File: config.mk
export PLATFORM = sky130hd
export DESIGN_NAME = cbl_adder
export DESIGN_NICKNAME = d
export VERILOG_FILES = /design/src/rtl/cbl_pkg.sv /design/src/rtl/cbl_cell.sv /design/src/rtl/cbl_segment.sv /design/src/rtl/cbl_adder.sv
export SDC_FILE = /design/constraint.sdc
export NUM_CORES = 1
export LEC_CHECK = 0
export ABC_AREA = 1
export BUFFER_PORTS_ARGS = -buffer_cell sky130_fd_sc_hd__buf_2
export CAP_MARGIN = 20
export CELL_PAD_IN_SITES_DETAIL_PLACEMENT = 0
export CELL_PAD_IN_SITES_GLOBAL_PLACEMENT = 2
export CORE_MARGIN = 5
export CORE_UTILIZATION = 20
export DETAILED_ROUTE_END_ITERATION = 7
export GPL_TIMING_DRIVEN = 0
export PLACE_DENSITY = 0.86
export SLEW_MARGIN = 20
export SYNTH_ARGS = -nofsm -noshare
export SYNTH_HDL_FRONTEND = slang
export SYNTH_HIERARCHICAL = 1
export SYNTH_SLANG_ARGS = --single-unit
export TNS_END_PERCENT = 50
File: constraint.sdc
create_clock -name vclk -period 13.9
set_input_delay 1.39 -clock vclk [all_inputs]
set_output_delay 1.39 -clock vclk [all_outputs]
set_load 0.02 [all_outputs]
File: src/rtl/cbl_pkg.sv
package cbl_pkg;

  // Both candidate outcomes of one bit cell.
  typedef struct packed {
    logic sum_c0;   // sum if lower carry is 0
    logic cy_c0;    // carry if lower carry is 0
    logic sum_c1;   // sum if lower carry is 1
    logic cy_c1;    // carry if lower carry is 1
  } cand_t;

  function automatic cand_t make_cand(input logic x, input logic y);
    cand_t c;
    logic  diff;
    diff     = x ^ y;
    c.sum_c0 = diff;
    c.sum_c1 = ~diff;
    c.cy_c0  = x & y;
    c.cy_c1  = x | y;
    return c;
  endfunction

  function automatic int unsigned clamp_seg(input int unsigned seg, input int unsigned width);
    return (seg > width) ? width : seg;
  endfunction

endpackage

File: src/rtl/cbl_cell.sv
module cbl_cell
  import cbl_pkg::*;
(
  input  logic x_i,
  input  logic y_i,
  input  logic cy_i,
  output logic s_o,
  output logic cy_o
);

  cand_t cand;

  always_comb begin
    cand = make_cand(x_i, y_i);
    s_o  = cy_i ? cand.sum_c1 : cand.sum_c0;
    cy_o = cy_i ? cand.cy_c1  : cand.cy_c0;
  end

endmodule

File: src/rtl/cbl_segment.sv
module cbl_segment #(
  parameter int unsigned CELLS = 16
) (
  input  logic [CELLS-1:0] x_i,
  input  logic [CELLS-1:0] y_i,
  input  logic             cy_i,
  output logic [CELLS-1:0] s_o,
  output logic             cy_o
);

  logic [CELLS:0] link;

  assign link[0] = cy_i;

  for (genvar k = 0; k < CELLS; k++) begin : g_cell
    cbl_cell u_cell (
      .x_i  (x_i[k]),
      .y_i  (y_i[k]),
      .cy_i (link[k]),
      .s_o  (s_o[k]),
      .cy_o (link[k+1])
    );
  end

  assign cy_o = link[CELLS];

endmodule

File: src/rtl/cbl_adder.sv
module cbl_adder
  import cbl_pkg::*;
#(
  parameter int unsigned WIDTH = 64,
  parameter int unsigned SEG_W = 16
) (
  input  logic [WIDTH-1:0] op_a,
  input  logic [WIDTH-1:0] op_b,
  input  logic             carry_in,
  output logic [WIDTH-1:0] sum_out,
  output logic             carry_out
);

  localparam int unsigned SEG  = clamp_seg(SEG_W, WIDTH);
  localparam int unsigned NSEG = WIDTH / SEG;

  logic [NSEG:0] seg_cy;

  assign seg_cy[0] = carry_in;

  for (genvar g = 0; g < NSEG; g++) begin : g_seg
    cbl_segment #(.CELLS(SEG)) u_seg (
      .x_i  (op_a[g*SEG +: SEG]),
      .y_i  (op_b[g*SEG +: SEG]),
      .cy_i (seg_cy[g]),
      .s_o  (sum_out[g*SEG +: SEG]),
      .cy_o (seg_cy[g+1])
    );
  end

  assign carry_out = seg_cy[NSEG];

endmodule

==> summary.txt, run 1 <==
Flow run
  • Max_cap viols: 0

Placed design
  • I/O Buffers: 194
  • Post-DP HPWL: 9670 um
  • Pre-CTS setup slack: -2.84 ns
  • Final Wtd Congestion: 0.764

Finish
  • Reg area: 0 sq um
  • Nets: 1371
  • Layout cells sized above 1: 0.492
  • Area growth syn-to-layout: 67.2%
  • Seq Cell Count: 0
  • Commonest non-fill, non-tap cell in the layout: inv_1
  • Diodes inserted: 0
  • Clock buffers: 0
  • Most frequent cells in the layout: 254 x inv_1, 185 x nand2_1, 182 x buf_2

Setup path
  • Most used cell, CP: nand2_2
  • Arrival @ worst endpoint: 12.85 ns
  • Setup crit end: sum_out[63]
  • Startpoint Class: primary input
  • Worst Setup SP: op_b[0]
  • CP Data Required Time: 12.51 ns
  • Crit-path max FO: 3
  • Crit Path Class: primary input to primary output
  • Max incr delay on CP: 0.14 ns
  • Worst Setup End Kind: primary output
  • Slowest CP cell: ha_4

Worst hold path
  • Hold Path Class: primary input to primary output
  • Hold Path Stages: 4

Power
  • Leak: 0.00490 uW
  • Peak supply drop: 0.0207 mV
  • Pwr Density: 64.7 nW/um^2

GRT
  • GR Overflow Total: 0
  • Overall Global Routing Usage: 0.0923
  • Vias in the first global route: 4700
  • Initial antenna violation count: 1
  • Largest net degree at the start of global routing: 4
  • Global-route wire length before repair: 19600 um

Logic synthesis
  • Yosys warns: 6
  • Cell variety after synth: 3
  • Synthesized area per cell: 5.10 sq um
  • Mapped Cells: 832
  • Post-Syn Area: 4240 sq um
  • Sequential share of the synthesized area: 0
  • Synthesized Nets: 1089

Floorplanning
  • Core box area: 21000 sq um
  • I/O pin count: 194
  • Row Count: 53
  • Die H: 156 um
  • Die W: 156 um
  • Total Die Area: 24200 sq um
  • Starting Density: 0.203

Drt
  • Vias per std cell: 3.69
  • Pre-antenna DRT Iters: 4
  • DR DRC count: 0
  • First DRT Iteration DRCs: 47
  • Post-DR wirelength/cell: 8.50 um
  • Via Count: 5113
  • DRT antenna net count: 0
  • WL final: 11800 um

STA
  • Fmax: 70.2 MHz
  • Worst slew pin tran: 0.142 ns
  • Setup TNS: -1.36 ns
  • Hold slack: 3.15 ns
  • Worst setup margin: -0.338 ns
  • Final cycle utilization of the critical path: 1.02
  • Pins over their slew limit: 0
  • Setup repair after global routing missed its margin: yes
  • Final period demand of the worst path: 14.24 ns
  • Rel. slew slack: 0.906
  • # setup viols final: 5
  • Hold Fails Final Rpt: 0

Outcome
  • Status: complete, but fails checks
  • Failing checks: setup timing

Clocking
  • Hold bufs inserted after CTS: 0
[worst min path at each step]
stage	start	to	slack [ns]
floorplan	carry_in	sum_out[0]	2.95
global placement	carry_in	sum_out[0]	3.14
global route	carry_in	sum_out[0]	3.16
finish	carry_in	sum_out[0]	3.15
CTS	carry_in	sum_out[0]	3.15
detailed placement	carry_in	sum_out[0]	3.14
[layer usage]
metal  share of wire  global-route usage  vias up  routed length, um
met5          0.0011                   0        -                 13
met2            0.53               0.177      102               6230
met1            0.39               0.107     2186               4540
met4          0.0074             0.00875        2                 87
li1                -                   -     2815                  -
met3           0.078              0.0227        8                922
[cells in the mapped netlist]
library cell | number | share of area
inv_1 | 320 | 0.28
nand2_1 | 384 | 0.34
ha_1 | 128 | 0.38
[area by class of cell]
cell class | count | area [sq um]
fill | 2377 | 13900
inverter | 320 | 1210
multi-input combinational | 512 | 3820
tap | 275 | 344
timing repair buffer | 280 | 1720
[where the power goes]
group / total, uW / internal, uW / switching (uW)
clock network: 0 / 0 / 0
registers: 0 / 0 / 0
logic: 459 / 205 / 255
total: 459 / 205 / 255
[critical path, delay by kind of cell]
| family | cells | cell delay [ns] |
|---|---|---|
| buf+inv | 67 | 3.47 |
| fa+ha+maj | 1 | 0.14 |
| simple gates | 128 | 7.74 |
[kinds of logic after synthesis]
group	count (synthesis)	synth area share
AND/OR/NAND/NOR	384	0.340
buffers and inverters	320	0.283
adder cells (fa/ha/maj)	128	0.377
[stage by stage]
step	power, uW	std cells	utilization	instance area [sq um]
2_1_floorplan	199	832	-	4250
3_3_place_gp	297	1301	0.266	5560
3_5_place_dp	296	1301	0.266	5560
4_1_cts	402	1387	0.309	6480
5_1_grt	516	1387	0.339	7090
6_report	459	1387	0.339	7090
[what timing repair did]
item,4_1_cts,5_1_grt
setup buffers,86,29
pin swaps,72,82
gates resized for setup,166,186
setup endpoints to repair,15,16
Note: power is estimated with default switching activity, not from simulation.
==> run 2, diff against run 1 <==
--- a/config.mk
+++ b/config.mk
@@ -6,7 +6,7 @@
 export NUM_CORES = 1
 export LEC_CHECK = 0
 export ABC_AREA = 1
-export BUFFER_PORTS_ARGS = -buffer_cell sky130_fd_sc_hd__buf_2
+export BUFFER_PORTS_ARGS = -buffer_cell sky130_fd_sc_hd__buf_4
 export CAP_MARGIN = 20
 export CELL_PAD_IN_SITES_DETAIL_PLACEMENT = 0
 export CELL_PAD_IN_SITES_GLOBAL_PLACEMENT = 2
==> run 2 against run 1 <==
Net effect: the run still ends with setup timing left; wire length fell by 5.4%; total power is 4.9% lower; critical path depth is the same; maximum frequency is 0.98% higher; critical path type unchanged; highest routed layer is now met3.
==> summary.txt, run 2 (synthesized netlist as in run 1, its figures left out) <==
STA
  • Worst slew pin tran: 0.115 ns (-0.0268 ns)
  • Fmax: 70.9 MHz (+0.98%)
  • Final cycle utilization of the critical path: 1.01 (-0.00993)
  • # setup viols final: 3 (-2)
  • Final period demand of the worst path: 14.10 ns (-0.138 ns)
  • Hold Fails Final Rpt: 0 (unchanged)
  • Pins over their slew limit: 0 (unchanged)
  • Rel. slew slack: 0.924 (+0.0179)
  • Setup repair after global routing missed its margin: yes
  • Worst setup margin: -0.200 ns (+0.138 ns)
  • Hold slack: 3.11 ns (-0.0400 ns)

Floorplanning
  • I/O pin count: 194 (unchanged)
  • Total Die Area: 24200 sq um (unchanged)
  • Die W: 156 um (unchanged)
  • Core box area: 21000 sq um (unchanged)
  • Starting Density: 0.203 (unchanged)
  • Die H: 156 um (unchanged)
  • Row Count: 53 (unchanged)

GRT
  • Global-route wire length before repair: 17300 um (-12%)
  • Vias in the first global route: 4188 (-11%)
  • GR Overflow Total: 0 (unchanged)
  • Initial antenna violation count: 0 (-1)
  • Overall Global Routing Usage: 0.0809 (-0.0113)
  • Largest net degree at the start of global routing: 4 (unchanged)

Drt
  • First DRT Iteration DRCs: 70 (+49%)
  • DR DRC count: 0 (unchanged)
  • DRT antenna net count: 0 (unchanged)
  • Vias per std cell: 3.62 (-1.7%)
  • WL final: 11200 um (-5.4%)
  • Pre-antenna DRT Iters: 6 (+2)
  • Post-DR wirelength/cell: 8.27 um (-2.7%)
  • Via Count: 4890 (-4.4%)

Setup path
  • Worst path buffer plus inverter count: 67 (unchanged)
  • Worst Setup End Kind: primary output
  • Most used cell, CP: nand2_2
  • Worst Setup SP: op_b[0]
  • Slowest CP cell: ha_4
  • Max incr delay on CP: 0.14 ns (about the same)
  • Arrival @ worst endpoint: 12.71 ns (-0.14 ns)
  • Startpoint Class: primary input
  • Top delay family on crit path: simple AND/OR/NAND/NOR gates
  • Crit-path max FO: 3 (unchanged)
  • CP Data Required Time: 12.51 ns (about the same)
  • Crit Path Class: primary input to primary output

Finish
  • Final Util: 0.338 (-0.000478)
  • Fillcell total: 2425 (+2.0%)
  • Multi-input logic area: 3670 sq um (-4.1%)
  • Clock buffers: 0 (unchanged)
  • Area growth syn-to-layout: 66.9%
  • Layout cells sized above 1: 0.452 (-0.0403)
  • Reg area: 0 sq um (unchanged)
  • Nets: 1333 (-2.8%)
  • Most frequent cells in the layout: 254 x inv_1, 231 x buf_4, 209 x nand2_1
  • Diodes inserted: 0 (unchanged)
  • Commonest non-fill, non-tap cell in the layout: inv_1
  • Seq Cell Count: 0 (unchanged)

Outcome
  • Failing checks: setup timing
  • Status: complete, but fails checks

Power
  • Peak supply drop: 0.0212 mV (+2.2%)
  • Power, Total: 437 uW (-4.9%)
  • Pwr Density: 61.7 nW/um^2 (-4.7%)
  • Leak: 0.00482 uW (-1.6%)

Placed design
  • Final Wtd Congestion: 0.752 (-1.5%)
  • I/O Buffers: 194 (unchanged)
  • Post-DP HPWL: 9830 um (+1.6%)

Clocking
  • Hold bufs inserted after CTS: 0 (unchanged)

Worst hold path
  • Hold Path Class: primary input to primary output
  • HP Start: carry_in

Flow run
  • Max_cap viols: 0 (unchanged)
-- run 2: cell count changes in the layout (fill, tap and decap cells not counted), sizes merged --
cell  delta
buf     -38
-- run 2: layout make-up --
class              instances  area share
repair buffers           242       0.263
inverters                320       0.171
multi-input cells        512       0.517
well taps                275      0.0486
-- run 2: through the flow --
step / cell area (sq um) / std cells / worst slack [ns] / setup TNS [ns]
2_1_floorplan: 4250 / 832 / -0.115 / -0.229
3_3_place_gp: 6050 / 1301 / -2.89 / -24.54
3_5_place_dp: 6050 / 1301 / -2.76 / -22.79
4_1_cts: 6480 / 1324 / -0.920 / -3.85
5_1_grt: 7080 / 1349 / -1.54 / -9.04
6_report: 7080 / 1349 / -0.200 / -0.500
-- run 2: worst paths after layout --
check,end,depth (start not counted),slack [ns]
worst min-delay path,sum_out[0],4,3.11
worst max-delay path,sum_out[63],196,-0.20
-- run 2: repair_timing --
item                       in CTS  in global routing
setup buffers                  23                 25
pin swaps                      64                 70
setup endpoints to repair      15                 15
resized for setup             161                131
-- run 2: worst min-delay path: cells and delay by family --
kind	cells	cell delay, ns
buffers and inverters	2	0.22
AND/OR/NAND/NOR	2	0.11
-- run 2: power breakdown --
| part | total [uW] | internal [uW] | leakage [uW] | switching, uW |
|---|---|---|---|---|
| clock network | 0 | 0 | 0 | 0 |
| logic | 437 | 198 | 0.00482 | 239 |
| registers | 0 | 0 | 0 | 0 |
| total | 437 | 198 | 0.00482 | 239 |
-- run 2: per-layer routing --
layer	vias to the layer above	global-route usage	share of wire
met3	0	0.0258	0.093
met5	-	0	0
met4	0	0	0
li1	2735	-	-
met2	96	0.154	0.52
met1	2059	0.0944	0.39
==> run 3, diff against run 2 <==
--- a/config.mk
+++ b/config.mk
@@ -8,13 +8,12 @@
 export ABC_AREA = 1
 export BUFFER_PORTS_ARGS = -buffer_cell sky130_fd_sc_hd__buf_4
 export CAP_MARGIN = 20
-export CELL_PAD_IN_SITES_DETAIL_PLACEMENT = 0
-export CELL_PAD_IN_SITES_GLOBAL_PLACEMENT = 2
+export CORE_ASPECT_RATIO = 0.6
 export CORE_MARGIN = 5
-export CORE_UTILIZATION = 20
+export CORE_UTILIZATION = 50
 export DETAILED_ROUTE_END_ITERATION = 7
 export GPL_TIMING_DRIVEN = 0
-export PLACE_DENSITY = 0.86
+export PLACE_DENSITY = 0.92
 export SLEW_MARGIN = 20
 export SYNTH_ARGS = -nofsm -noshare
 export SYNTH_HDL_FRONTEND = slang
==> constraint.sdc (replaced) <==
create_clock -name vclk -period 15.94
set_input_delay 1.594 -clock vclk [all_inputs]
set_output_delay 1.594 -clock vclk [all_outputs]
set_load 0.02 [all_outputs]
==> run 3 against run 2 <==
Net effect: the run now ends clean; non-clock buffer count fell by 12; core utilization increased by 44 points; via count is 6.8% higher; total power down 18%; critical path depth unchanged; hold slack improved by 0.48 ns; flip-flop and latch count unchanged; die area fell by 57%; first-iteration DRC count is 99% higher; count of clock-buffer cells in the layout stayed put; global-route usage increased by 11 points.
==> summary.txt, run 3 (synthesized netlist as in run 1, its figures left out) <==
Outcome
  • Status: finished, final reports clean

Power
  • P_sw: 206 uW (-14%)
  • Cell Int Power: 153 uW (-23%)
  • Switch share: 0.574 (+0.0278)
  • Pwr Density: 55.1 nW/um^2 (-11%)
  • Clock network fraction of design power: 0 (unchanged)
  • Reg power frac: 0 (unchanged)
  • Logic pwr share: 1.000 (about the same)
  • Peak supply drop: 0.0335 mV (+59%)
  • Leak: 0.00469 uW (-2.7%)

STA
  • Pins over their slew limit: 0 (unchanged)
  • Setup repair after global routing missed its margin: yes
  • Rel. slew slack: 0.925 (+0.00167)
  • Final period demand of the worst path: 15.61 ns
  • Hold slack: 3.59 ns (+0.483 ns)
  • Worst slew pin tran: 0.112 ns (-0.00291 ns)
  • Hold Fails Final Rpt: 0 (unchanged)
  • Worst setup margin: 0.332 ns (+0.533 ns)
  • Final cycle utilization of the critical path: 0.979
  • # setup viols final: 0 (-3)
  • Fmax: 64.1 MHz

Worst hold path
  • Hold Path Stages: 4 (unchanged)
  • Hold Path Class: primary input to primary output
  • HP Start: carry_in
  • WHS Endpoint: sum_out[0]

GRT
  • GR Overflow Total: 0 (unchanged)
  • Largest net degree at the start of global routing: 4 (unchanged)
  • Global-route wire length before repair: 17200 um (-0.48%)
  • Vias in the first global route: 4498 (+7.4%)
  • Overall Global Routing Usage: 0.188 (+0.107)
  • Initial antenna violation count: 0 (unchanged)

Setup path
  • Crit-path max FO: 3 (unchanged)
  • Worst Setup End Kind: primary output
  • Slowest CP cell: ha_4
  • Most used cell, CP: nand2_2
  • Crit Path Class: primary input to primary output
  • Startpoint Class: primary input
  • Arrival @ worst endpoint: 14.01 ns (+1.30 ns)
  • CP Data Required Time: 14.35 ns (+1.84 ns)
  • Max incr delay on CP: 0.12 ns (-0.02 ns)

Finish
  • Most frequent cells in the layout: 254 x inv_1, 246 x nand2_1, 225 x buf_4
  • Area growth syn-to-layout: 53.4%
  • Final instance area: 6510 sq um (-8.1%)
  • Diodes inserted: 0 (unchanged)
  • Commonest non-fill, non-tap cell in the layout: inv_1
  • Clock buffers: 0 (unchanged)
  • Final Util: 0.776 (+0.438)
  • Reg area: 0 sq um (unchanged)
  • Fillcell total: 602 (-75%)
  • Nets: 1321 (-0.90%)
  • Seq Cell Count: 0 (unchanged)
  • Layout cells sized above 1: 0.411 (-0.0410)

Placed design
  • Post-DP HPWL: 9580 um (-2.5%)
  • Area after DPL: 5840 sq um (-3.5%)
  • I/O Buffers: 194 (unchanged)
  • Final Wtd Congestion: 0.832 (+11%)
  • Pre-CTS setup slack: -0.758 ns (+2.00 ns)

Drt
  • M1 WL: 5070 um (+18%)
  • Pre-antenna DRT Iters: 7 (+1)
  • Post-DR wirelength/cell: 11.3 um (+36%)
  • DR DRC count: 0 (unchanged)
  • Met3 WL: 796 um (-23%)
  • Via Count: 5224 (+6.8%)
  • DRT antenna net count: 0 (unchanged)
  • Vias per std cell: 4.45 (+23%)
  • First DRT Iteration DRCs: 139 (+99%)
  • Top layer used by detailed routing: met4
  • Met2 WL: 6970 um (+20%)
  • WL final: 13200 um (+19%)

Flow run
  • Max_cap viols: 0 (unchanged)

Floorplanning
  • Total Die Area: 10500 sq um (-57%)
  • Core box area: 8390 sq um (-60%)
  • Die W: 129 um (-17%)
  • Die H: 81.4 um (-48%)
  • Row Count: 26 (-51%)
  • Starting Density: 0.506 (+0.303)
  • I/O pin count: 194 (unchanged)

Clocking
  • Hold bufs inserted after CTS: 0 (unchanged)
-- run 3: changes by cell type in the layout (fill, tap and decap cells not counted) --
cell,before,now
buf_4,231,225
buf_6,9,3
inv_2,63,64
inv_4,3,2
nand2_1,209,246
nand2_2,141,136
nand2_4,34,2
-- run 3: worst max-delay path by stage --
stage	startpoint	endpoint	slack, ns	depth (start not counted)
after floorplan	op_a[0]	sum_out[63]	1.49	194
after global placement	op_a[0]	sum_out[63]	-0.31	196
after detailed placement	op_a[0]	carry_out	-0.76	196
after CTS	op_a[0]	carry_out	0.006	196
after global routing	op_b[0]	carry_out	-0.90	195
final	op_b[0]	carry_out	0.33	196
-- run 3: layout make-up --
type,instances,area (sq um),area share
Inverter,320,1210,0.185
Multi-Input combinational cell,512,3410,0.524
Tap cell,112,140,0.0215
Timing Repair Buffer,230,1750,0.269
-- run 3: worst max-delay path: cells and delay by family --
kind / cells / cell delay, ns
buffers and inverters: 67 / 3.86
adder cells (fa/ha/maj): 1 / 0.12
AND/OR/NAND/NOR: 128 / 8.34
-- run 3: repair_timing --
action                                  4_1_cts  5_1_grt
gates resized for setup                      45      173
endpoints found under the setup margin        6       12
buffers inserted                              0       36
pin swaps                                     1       70
-- run 3: layer usage --
metal / track usage / up-vias
li1: - / 2725
met1: 0.213 / 2286
met2: 0.379 / 169
met3: 0.0276 / 44
met4: 0.0304 / 0
met5: 0 / -
-- run 3: power groups by stage --
stage	Combinational, uW	Sequential [uW]	Clock, uW
after global placement	279	0	0
after floorplan	173	0	0
after global routing	393	0	0
final	359	0	0
after CTS	297	0	0
after detailed placement	286	0	0
-- run 3: through the flow --
stage	TNS (ns)	std cells	total power (uW)
detailed placement	-2.63	1138	286
floorplan	0	832	173
finish	0	1174	359
global placement	-0.738	1138	279
CTS	0	1138	297
global route	-3.73	1174	393
